===== src/rtl/bdec_pkg.sv =====
package bdec_pkg;

  typedef enum logic [2:0] {
    CMD_IO_RD   = 3'd0,
    CMD_IO_WR   = 3'd1,
    CMD_MEM_RD  = 3'd2,
    CMD_MEM_WR  = 3'd3,
    CMD_CFG_RD  = 3'd4,
    CMD_CFG_WR0 = 3'd5,
    CMD_CFG_WR1 = 3'd6,
    CMD_RSVD    = 3'd7
  } bus_cmd_e;

  localparam int NUM_WIN  = 4;
  localparam int WIN_IO   = 0;
  localparam int WIN_MEM  = 1;
  localparam int WIN_PMEM = 2;
  localparam int WIN_OPQ  = 3;

  function automatic logic cmd_is_io(input bus_cmd_e c);
    return (c == CMD_IO_RD) || (c == CMD_IO_WR);
  endfunction

  function automatic logic cmd_is_mem(input bus_cmd_e c);
    return (c == CMD_MEM_RD) || (c == CMD_MEM_WR);
  endfunction

  function automatic int win_gran(input int idx, input int io_g, input int mem_g);
    return (idx == WIN_IO) ? io_g : mem_g;
  endfunction

endpackage


===== src/rtl/bdec_window.sv =====
module bdec_window #(
  parameter int AW   = 64,
  parameter int GRAN = 20
) (
  input  logic [AW-1:0] addr,
  input  logic [AW-1:0] base,
  input  logic [AW-1:0] limit,
  output logic          win_on,
  output logic          hit
);
  localparam int GW = AW - GRAN;

  function automatic logic [GW-1:0] granule(input logic [AW-1:0] a);
    return a[AW-1:GRAN];
  endfunction

  function automatic logic inside_span(input logic [GW-1:0] g,
                                       input logic [GW-1:0] lo,
                                       input logic [GW-1:0] hi);
    return (g >= lo) && (g <= hi);
  endfunction

  logic [GW-1:0] a_g, b_g, l_g;

  always_comb begin
    a_g    = granule(addr);
    b_g    = granule(base);
    l_g    = granule(limit);
    win_on = (l_g >= b_g);
    hit    = win_on && inside_span(a_g, b_g, l_g);
  end

endmodule


===== src/rtl/bdec_cfg_rules.sv =====
module bdec_cfg_rules
  import bdec_pkg::*;
(
  input  logic     side,
  input  bus_cmd_e cmd,
  input  logic     spc,
  output logic     cfg_claim
);
  logic spc_forward;

  always_comb begin
    spc_forward = side && (cmd == CMD_CFG_WR1) && spc;
    unique case (cmd)
      CMD_CFG_WR1: cfg_claim = spc_forward;
      default:     cfg_claim = 1'b0;
    endcase
  end

endmodule


===== src/rtl/bridge_addr_decoder.sv =====
module bridge_addr_decoder
  import bdec_pkg::*;
#(
  parameter int AW       = 64,
  parameter int IO_GRAN  = 12,
  parameter int MEM_GRAN = 20
) (
  input  logic          clk,
  input  logic          rst_n,
  input  logic          req_valid,
  input  logic          req_side,
  input  logic [2:0]    req_cmd,
  input  logic          req_spc,
  input  logic [AW-1:0] req_addr,
  input  logic [AW-1:0] io_base,
  input  logic [AW-1:0] io_limit,
  input  logic [AW-1:0] mem_base,
  input  logic [AW-1:0] mem_limit,
  input  logic [AW-1:0] pmem_base,
  input  logic [AW-1:0] pmem_limit,
  input  logic [AW-1:0] opq_base,
  input  logic [AW-1:0] opq_limit,
  input  logic          opq_en,
  output logic          dec_valid,
  output logic          dec_claim,
  output logic          dec_dir,
  output logic [AW-1:0] dec_addr
);

  bus_cmd_e cmd;
  assign cmd = bus_cmd_e'(req_cmd);

  logic [AW-1:0] w_base  [NUM_WIN];
  logic [AW-1:0] w_limit [NUM_WIN];
  logic [NUM_WIN-1:0] win_hit;
  logic [NUM_WIN-1:0] win_on;

  always_comb begin
    w_base[WIN_IO]    = io_base;    w_limit[WIN_IO]   = io_limit;
    w_base[WIN_MEM]   = mem_base;   w_limit[WIN_MEM]  = mem_limit;
    w_base[WIN_PMEM]  = pmem_base;  w_limit[WIN_PMEM] = pmem_limit;
    w_base[WIN_OPQ]   = opq_base;   w_limit[WIN_OPQ]  = opq_limit;
  end

  for (genvar i = 0; i < NUM_WIN; i++) begin : g_win
    bdec_window #(
      .AW  (AW),
      .GRAN(win_gran(i, IO_GRAN, MEM_GRAN))
    ) u_win (
      .addr  (req_addr),
      .base  (w_base[i]),
      .limit (w_limit[i]),
      .win_on(win_on[i]),
      .hit   (win_hit[i])
    );
  end

  logic cfg_claim;
  bdec_cfg_rules u_cfg (
    .side     (req_side),
    .cmd      (cmd),
    .spc      (req_spc),
    .cfg_claim(cfg_claim)
  );

  // Named internal events
  logic io_cmd, mem_cmd, sec_io_hit, sec_mem_hit, opq_block, claim_nxt;

  always_comb begin
    io_cmd      = cmd_is_io(cmd);
    mem_cmd     = cmd_is_mem(cmd);
    sec_io_hit  = win_hit[WIN_IO];
    sec_mem_hit = win_hit[WIN_MEM] | win_hit[WIN_PMEM];
    opq_block   = opq_en && win_hit[WIN_OPQ] && mem_cmd;
    if (io_cmd)
      claim_nxt = req_side ? !sec_io_hit : sec_io_hit;
    else if (mem_cmd)
      claim_nxt = !opq_block && (req_side ? !sec_mem_hit : sec_mem_hit);
    else
      claim_nxt = cfg_claim;
  end

  always_ff @(posedge clk or negedge rst_n) begin
    if (!rst_n) begin
      dec_valid <= 1'b0;
      dec_claim <= 1'b0;
      dec_dir   <= 1'b0;
      dec_addr  <= '0;
    end else begin
      dec_valid <= req_valid;
      dec_claim <= req_valid && claim_nxt;
      dec_dir   <= req_valid && claim_nxt && req_side;
      if (req_valid) dec_addr <= req_addr;
    end
  end


  fwd_addr_chk: assert property (@(posedge clk) disable iff (!rst_n)
    req_valid |=> (dec_valid && dec_addr == $past(req_addr)));


  idle_noclaim_chk: assert property (@(posedge clk) disable iff (!rst_n)
    !req_valid |=> (!dec_valid && !dec_claim));


  claim_dir_chk: assert property (@(posedge clk) disable iff (!rst_n)
    req_valid |=> (!dec_claim || dec_dir == $past(req_side)));


  opaque_block_chk: assert property (@(posedge clk) disable iff (!rst_n)
    (req_valid && opq_en && win_hit[WIN_OPQ] && mem_cmd) |=> !dec_claim);


  sec_cfg_ignore_chk: assert property (@(posedge clk) disable iff (!rst_n)
    (req_valid && req_side && (cmd == CMD_CFG_RD || cmd == CMD_CFG_WR0)) |=> !dec_claim);


  off_window_chk: assert property (@(posedge clk) disable iff (!rst_n)
    (req_valid && !req_side && mem_cmd && !win_on[WIN_MEM] && !win_on[WIN_PMEM])
      |=> !dec_claim);

endmodule


===== config.mk =====
export PLATFORM = sky130hd
export DESIGN_NAME = bridge_addr_decoder
export DESIGN_NICKNAME = d
export VERILOG_FILES = /design/src/rtl/bdec_pkg.sv /design/src/rtl/bdec_window.sv /design/src/rtl/bdec_cfg_rules.sv /design/src/rtl/bridge_addr_decoder.sv
export SDC_FILE = /design/constraint.sdc
export NUM_CORES = 1
export LEC_CHECK = 0
export ABC_AREA = 1
export BUFFER_PORTS_ARGS = -buffer_cell sky130_fd_sc_hd__buf_2
export CORE_AREA = 2 2 253 255
export CTS_CLUSTER_DIAMETER = 60
export DETAILED_ROUTE_END_ITERATION = 8
export DIE_AREA = 0 0 255 257
export HOLD_SLACK_MARGIN = 0.1
export PLACE_DENSITY = 0.48
export SLEW_MARGIN = 5
export SYNTH_ARGS = -nofsm -noshare
export SYNTH_HDL_FRONTEND = slang
export SYNTH_HIERARCHICAL = 1
export SYNTH_SLANG_ARGS = --single-unit

===== constraint.sdc =====
create_clock -name clk -period 1.1 [get_ports clk]
set_clock_uncertainty 0.2 [all_clocks]
set_input_delay 0 -clock clk [delete_from_list [all_inputs] [get_ports clk]]
set_output_delay 0 -clock clk [all_outputs]
set_load 0.1 [all_outputs]

# After elaboration in Yosys (flattened, before gate mapping)
# Index checks and enable logic that the tools add are counted.
[totals]
out_inout_bits = 67
ff_bits = 67
inputBits = 585
elab_cells = 47
[op_classes]
n_eq_ne = 4
n_reduce_logical = 21
muxes = 5
bitwise_logic = 1
order_cmp = 12
[op_table]
columns = ["operator", "count"]
rows = [
  [">= comparator 44 bit", 6],
  ["<= comparator 44 bit", 3],
  [">= comparator 52 bit", 2],
  ["<= comparator 52 bit", 1],
  ["logical AND 1 bit", 15],
  ["== test 3 x 2 -> 1 bit (second input constant)", 2],
  ["2-to-1 mux 1 bit", 5],
  ["== test 3 x 1 -> 1 bit (second input constant)", 1],
  ["== test 3 bit (second input constant)", 1],
  ["zero test 1 bit", 3],
  ["zero test 3 bit", 1],
  ["logical OR 1 bit", 2],
  ["OR 1 bit", 1],
]

# Longest topological paths before layout
[logic_depth]
ltp_word = 11
mapped_depth = 21
ltp_nobuf = 21

# By module
# Netlist, hierarchy kept.
[by_module_without_submodules]
columns = ["module", "cells_per_inst", "n_inst", "area_per_inst_um2"]
rows = [
  ["bdec_window (g_win[1].u_win ...)", 590, 3, 3564.7],
  ["bdec_window (g_win[0].u_win)", 668, 1, 4139.0],
  ["bridge_addr_decoder", 158, 1, 2737.6],
  ["bdec_cfg_rules", 4, 1, 16.3],
]

# Least setup slack after synthesis
# OpenSTA, ideal clock, no wires.
[synth_timing]
path_type = "input to register"
startpoint = "input port io_base[39]"
endpoint = "register dec_dir"
path_slack_ns = -0.634
required_time_ns = 0.829
stages = 19
setup_time_ns = 0.071
n_path_buf = 0
t_arrival_ns = 1.463
cell_sequence = "inv_1 -> ha_1 -> nand2_1 -> nor2_1 -> and2_1 -> nand2_1 -> nor2_1 -> nand2_1 -> nand2_1 -> nor2_1 -> nand3_1 -> nand2_1 -> nor2_1 -> inv_1 -> nand2_1 -> nand2_1 -> a21oi_1 -> nand2_1 -> nor2_1"
[synth_between]
elab_chain_cells = 8
elab_cells_between_ends = 9
[synth_lines]
columns = ["item", "line_no", "source"]
rows = [
  ["from (decl)", "bridge_addr_decoder.sv:15", "input logic [AW-1:0] io_base,"],
  [">= comparator 52 bit", "bdec_window.sv:20", "return (g >= lo) && (g <= hi);"],
  ["logical AND 1 bit", "bdec_window.sv:20", ""],
  ["logical AND 1 bit (*)", "bdec_window.sv:30", "hit = win_on && inside_span(a_g, b_g, l_g);"],
  ["net sec_io_hit", "bridge_addr_decoder.sv:67", "logic io_cmd, mem_cmd, sec_io_hit, sec_mem_hit, opq_block, claim_nxt;"],
  ["zero test 1 bit", "bridge_addr_decoder.sv:76", "claim_nxt = req_side ? !sec_io_hit : sec_io_hit;"],
  ["2-to-1 mux 1 bit (*)", "bridge_addr_decoder.sv:76", ""],
  ["2-to-1 mux 1 bit (*)", "bridge_addr_decoder.sv:75", "if (io_cmd)"],
  ["logical AND 1 bit (*) (2 in a row)", "bridge_addr_decoder.sv:92", "dec_dir <= req_valid && claim_nxt && req_side;"],
  ["to (signal assigned)", "bridge_addr_decoder.sv:92", ""],
  ["to (decl)", "bridge_addr_decoder.sv:26", "output logic dec_dir,"],
]
# The timed path passes the listed nets; every way through them passes the cells marked *.
# A chain may end at the register's enable or synchronous reset.

# Worst setup path after layout
[layout_timing]
startpoint = "input port req_addr[31]"
endpoint = "register dec_dir"
[layout_between]
elab_chain_cells = 11
elab_cells_between_ends = 29
[layout_lines]
columns = ["item", "line_no", "source"]
rows = [
  ["from (decl)", "bridge_addr_decoder.sv:14", "input logic [AW-1:0] req_addr,"],
  [">= comparator 44 bit / <= comparator 44 bit (equally long branches)", "bdec_window.sv:20", ""],
  ["logical AND 1 bit (*)", "bdec_window.sv:20", ""],
  ["logical AND 1 bit (*)", "bdec_window.sv:30", ""],
  ["net win_hit[1]", "bridge_addr_decoder.sv:35", "logic [NUM_WIN-1:0] win_hit;"],
  ["OR 1 bit (*)", "bridge_addr_decoder.sv:73", "sec_mem_hit = win_hit[WIN_MEM] | win_hit[WIN_PMEM];"],
  ["zero test 1 bit", "bridge_addr_decoder.sv:78", "claim_nxt = !opq_block && (req_side ? !sec_mem_hit : sec_mem_hit);"],
  ["2-to-1 mux 1 bit (*)", "bridge_addr_decoder.sv:78", ""],
  ["logical AND 1 bit (*)", "bridge_addr_decoder.sv:78", ""],
  ["2-to-1 mux 1 bit (*)", "bridge_addr_decoder.sv:77", "else if (mem_cmd)"],
  ["2-to-1 mux 1 bit (*)", "bridge_addr_decoder.sv:75", ""],
  ["logical AND 1 bit (*) (2 in a row)", "bridge_addr_decoder.sv:92", ""],
]
# Marked as above.

==> impl_results.md <==
- Rows: 92
- Post-synth ARST share: 1.00
- CP required: 1230 ps
- Total core area: 62700 um^2
- Final WS setup: -737 ps
- Finished Core Util: 0.442
- Overall power: 18.6 mW
- CTS Hold Bufs: 69
- IO Count: 652
- Die ar.: 65500 um^2
- Input/output buffers: 507
- CTS tree: done
- Max FO, Critical Path: 7
- WL final: 74.1 mm
- Setup TNS Final: -14830 ps
- Avg Cell Area, Syn: 6.76 um^2
- Via count of the first global-routing pass: 19000
- R2R setup slack: -90 ps
- Max-cap violation count: 0
- Worst skew pair latency: 390 ps
- Worst min path class: primary input to async pin
- First-pass DRT Iterations: 5
- Detailed-route via count: 18700
- Measured slew at the worst slew-check pin: 381 ps
- Critical Path Slowest Stage Cell: ha_1
- Synthesis Warnings: 6
- Filler cell count: 6421
- Seq/Total Area, Yosys: 0.0953
- Vias per cell: 4.40
- Worst Setup Path Type: primary input to register
- Largest delay contributor family on the critical path: simple AND/OR/NAND/NOR gates
- CP bufs+invs: 3
- Count of cell types in the netlist: 33
- RR Endpoint: dec_addr[11]
- Initial Utilization: 0.280
- Max-slew headroom: 0.743
- Worst setup SP type: primary input
- Fin crit period: 1840 ps
- Failing checks: hold timing, setup timing
- Post-place setup slack: -1500 ps
- Critical Path AT: 1960 ps
- Routability Congestion: 0.875
- Total gr overflow: 0
- Yosys reg bits: 67
- Layout area overhead: 57.7%
- Total Routing Usage GR: 0.222
- Largest net degree at the start of global routing: 37
- WP depth: 21
- Nets: 4526
- Post-synth EDFFs: 0
- Hpwl dp: 63.9 mm
- Fin area: 27700 um^2
- Routed wire per std cell: 17.4 um
- Post-DRT Antenna Nets: 0
- Pwr dens: 669 nW/um^2
- Synthesized net count: 3737
- Drc violations: 0
- Cell count after placement: 4171
- Initial antenna violation count: 36
- Highest Clock Rate: 0.544 GHz
- RSZ-0062 raised after global routing: yes
- Final setup violation count: 87
- Hold_ws: -200 ps
- Mapped Cells: 2600
- Worst-path cell chain: buf_12 -> buf_4 -> ha_1 -> nand2_2 -> nor2_4 -> nand2_4 -> inv_2 -> nand2_2 -> nand3_4 -> nand2_1 -> nand2_2 -> nand2_2 -> nand2_2 -> nand2_2 -> nor2_4 -> nor2_2 -> nand2_1 -> nand3_2 -> nand2_1 -> nand2_1 -> nor2_1
- FF-to-FF Start: dec_addr[11]
- Outcome: finished with violations
- Most frequent CP cell: nand2_2
- Final period util: 1.67
- Synth Flop Type: dfrtp_1
- Critical Path End Type: register
- H-tree levels: 3
- First DRT Iteration DRCs: 681
- Clock transition at path regs: 70 ps
- Final Max Tran Viols: 0
- R2r worst-path depth: 2
- CTS max path bufs: 2
- First-pass GRT wire length: 109 mm
- Area after DPL: 24200 um^2
- Synthesized cell area: 17600 um^2
- Layout cells sized above 1: 0.366
- Leakage: 15.6 nW
- Hold Vio Cnt, Final: 14
- CP peak stage delay: 300 ps
- Max VDD drop: 635 uV
- Cell Count, Final, Fillers Out: 4260
- CTS Sinks: 67
- Setup crit start: req_addr[31]
- CTS Root Cell: clkbuf_16
- CTS buffer count: 9
- Die width: 255 um
- Critical Path End: dec_dir
- DIE HEIGHT: 257 um
## registers in the layout (all words and copies together) (netlist names)
name       count
dec_claim      1
dec_valid      1
dec_dir        1
dec_addr      64
## routing by layer
metal,GRT usage,wire length (um),part of all wire,up-vias
li1,-,-,-,9894
met1,0.292,34300,0.46,8329
met2,0.372,34200,0.46,424
met3,0.0433,4290,0.058,74
met4,0.0520,1130,0.015,26
met5,0,188,0.0025,-
## worst min path at each step
stage,cells after the start,to,start
5_1_grt,2,dec_addr[18],rst_n
3_5_place_dp,1,dec_addr[18],rst_n
6_report,2,dec_addr[18],rst_n
4_1_cts,2,dec_addr[10],rst_n
2_1_floorplan,0,dec_claim,rst_n
3_3_place_gp,1,dec_addr[4],rst_n
## layout by cell type (no fill, tap or decap), drive strengths merged
master        count
nand2           716
buf             715
inv             593
ha              552
nor2            204
a21oi           198
dlygate4sd3      68
dfrtp            67
mux2             64
nand3            59
nand4            31
o21ai            29
a21o             25
diode            20
and2             16
o21a             13
clkbuf           10
clkinv            8
a21boi            7
o21bai            5
nor3              4
nor3b             3
nor4              3
bufinv            1
clkinvlp          1
nand3b            1
dlymetal6s4s      1
## synthesized netlist by cell type, types with 4 or more instances
library cell,number,share of area
nor2_2,23,0.0082
nor3_1,4,0.0011
inv_2,17,0.0036
mux2_4,50,0.043
a21oi_1,195,0.055
mux2_2,14,0.0090
a21boi_0,4,0.0017
inv_1,570,0.12
buf_6,6,0.0038
nand2_2,13,0.0046
nor2_1,181,0.039
nand3_1,55,0.016
and2_1,15,0.0053
ha_1,552,0.39
dfrtp_1,67,0.095
o21ai_0,28,0.0080
a21o_1,25,0.011
o21bai_1,5,0.0021
nand2_1,703,0.15
o21a_1,13,0.0055
nand4_1,31,0.011
clkinv_1,8,0.0017
## where the power goes
part | internal (mW) | switching, mW
Sequential | 2.86 | 0.283
Clock | 1.78 | 1.59
Combinational | 5.33 | 6.73
Total | 9.96 | 8.61
## logic make-up after synthesis
family          share of synthesized area
simple gates                        0.242
buf+inv                             0.131
fa+ha+maj                           0.393
compound gates                     0.0866
flops                              0.0953
mux                                0.0517
## what timing repair did
action / 4_1_cts / 5_1_grt
pin swaps: 82 / 105
hold endpoints to repair: 134 / 88
gates resized for setup: 294 / 231
setup endpoints to repair: 69 / 87
cloned: 0 / 0
buffers inserted: 20 / 23
## final cells by class
class	count	area [um^2]	area share
repair buffers	785	6530	0.235
flip-flops and latches	67	1920	0.0691
well taps	846	1060	0.0382
inverters	596	2250	0.0811
clock inverters	7	73.8	0.00266
clock buffers	9	225	0.00812
multi-input cells	1930	15600	0.564
diodes	20	50.0	0.00180
(Power assumes the default switching activity.)
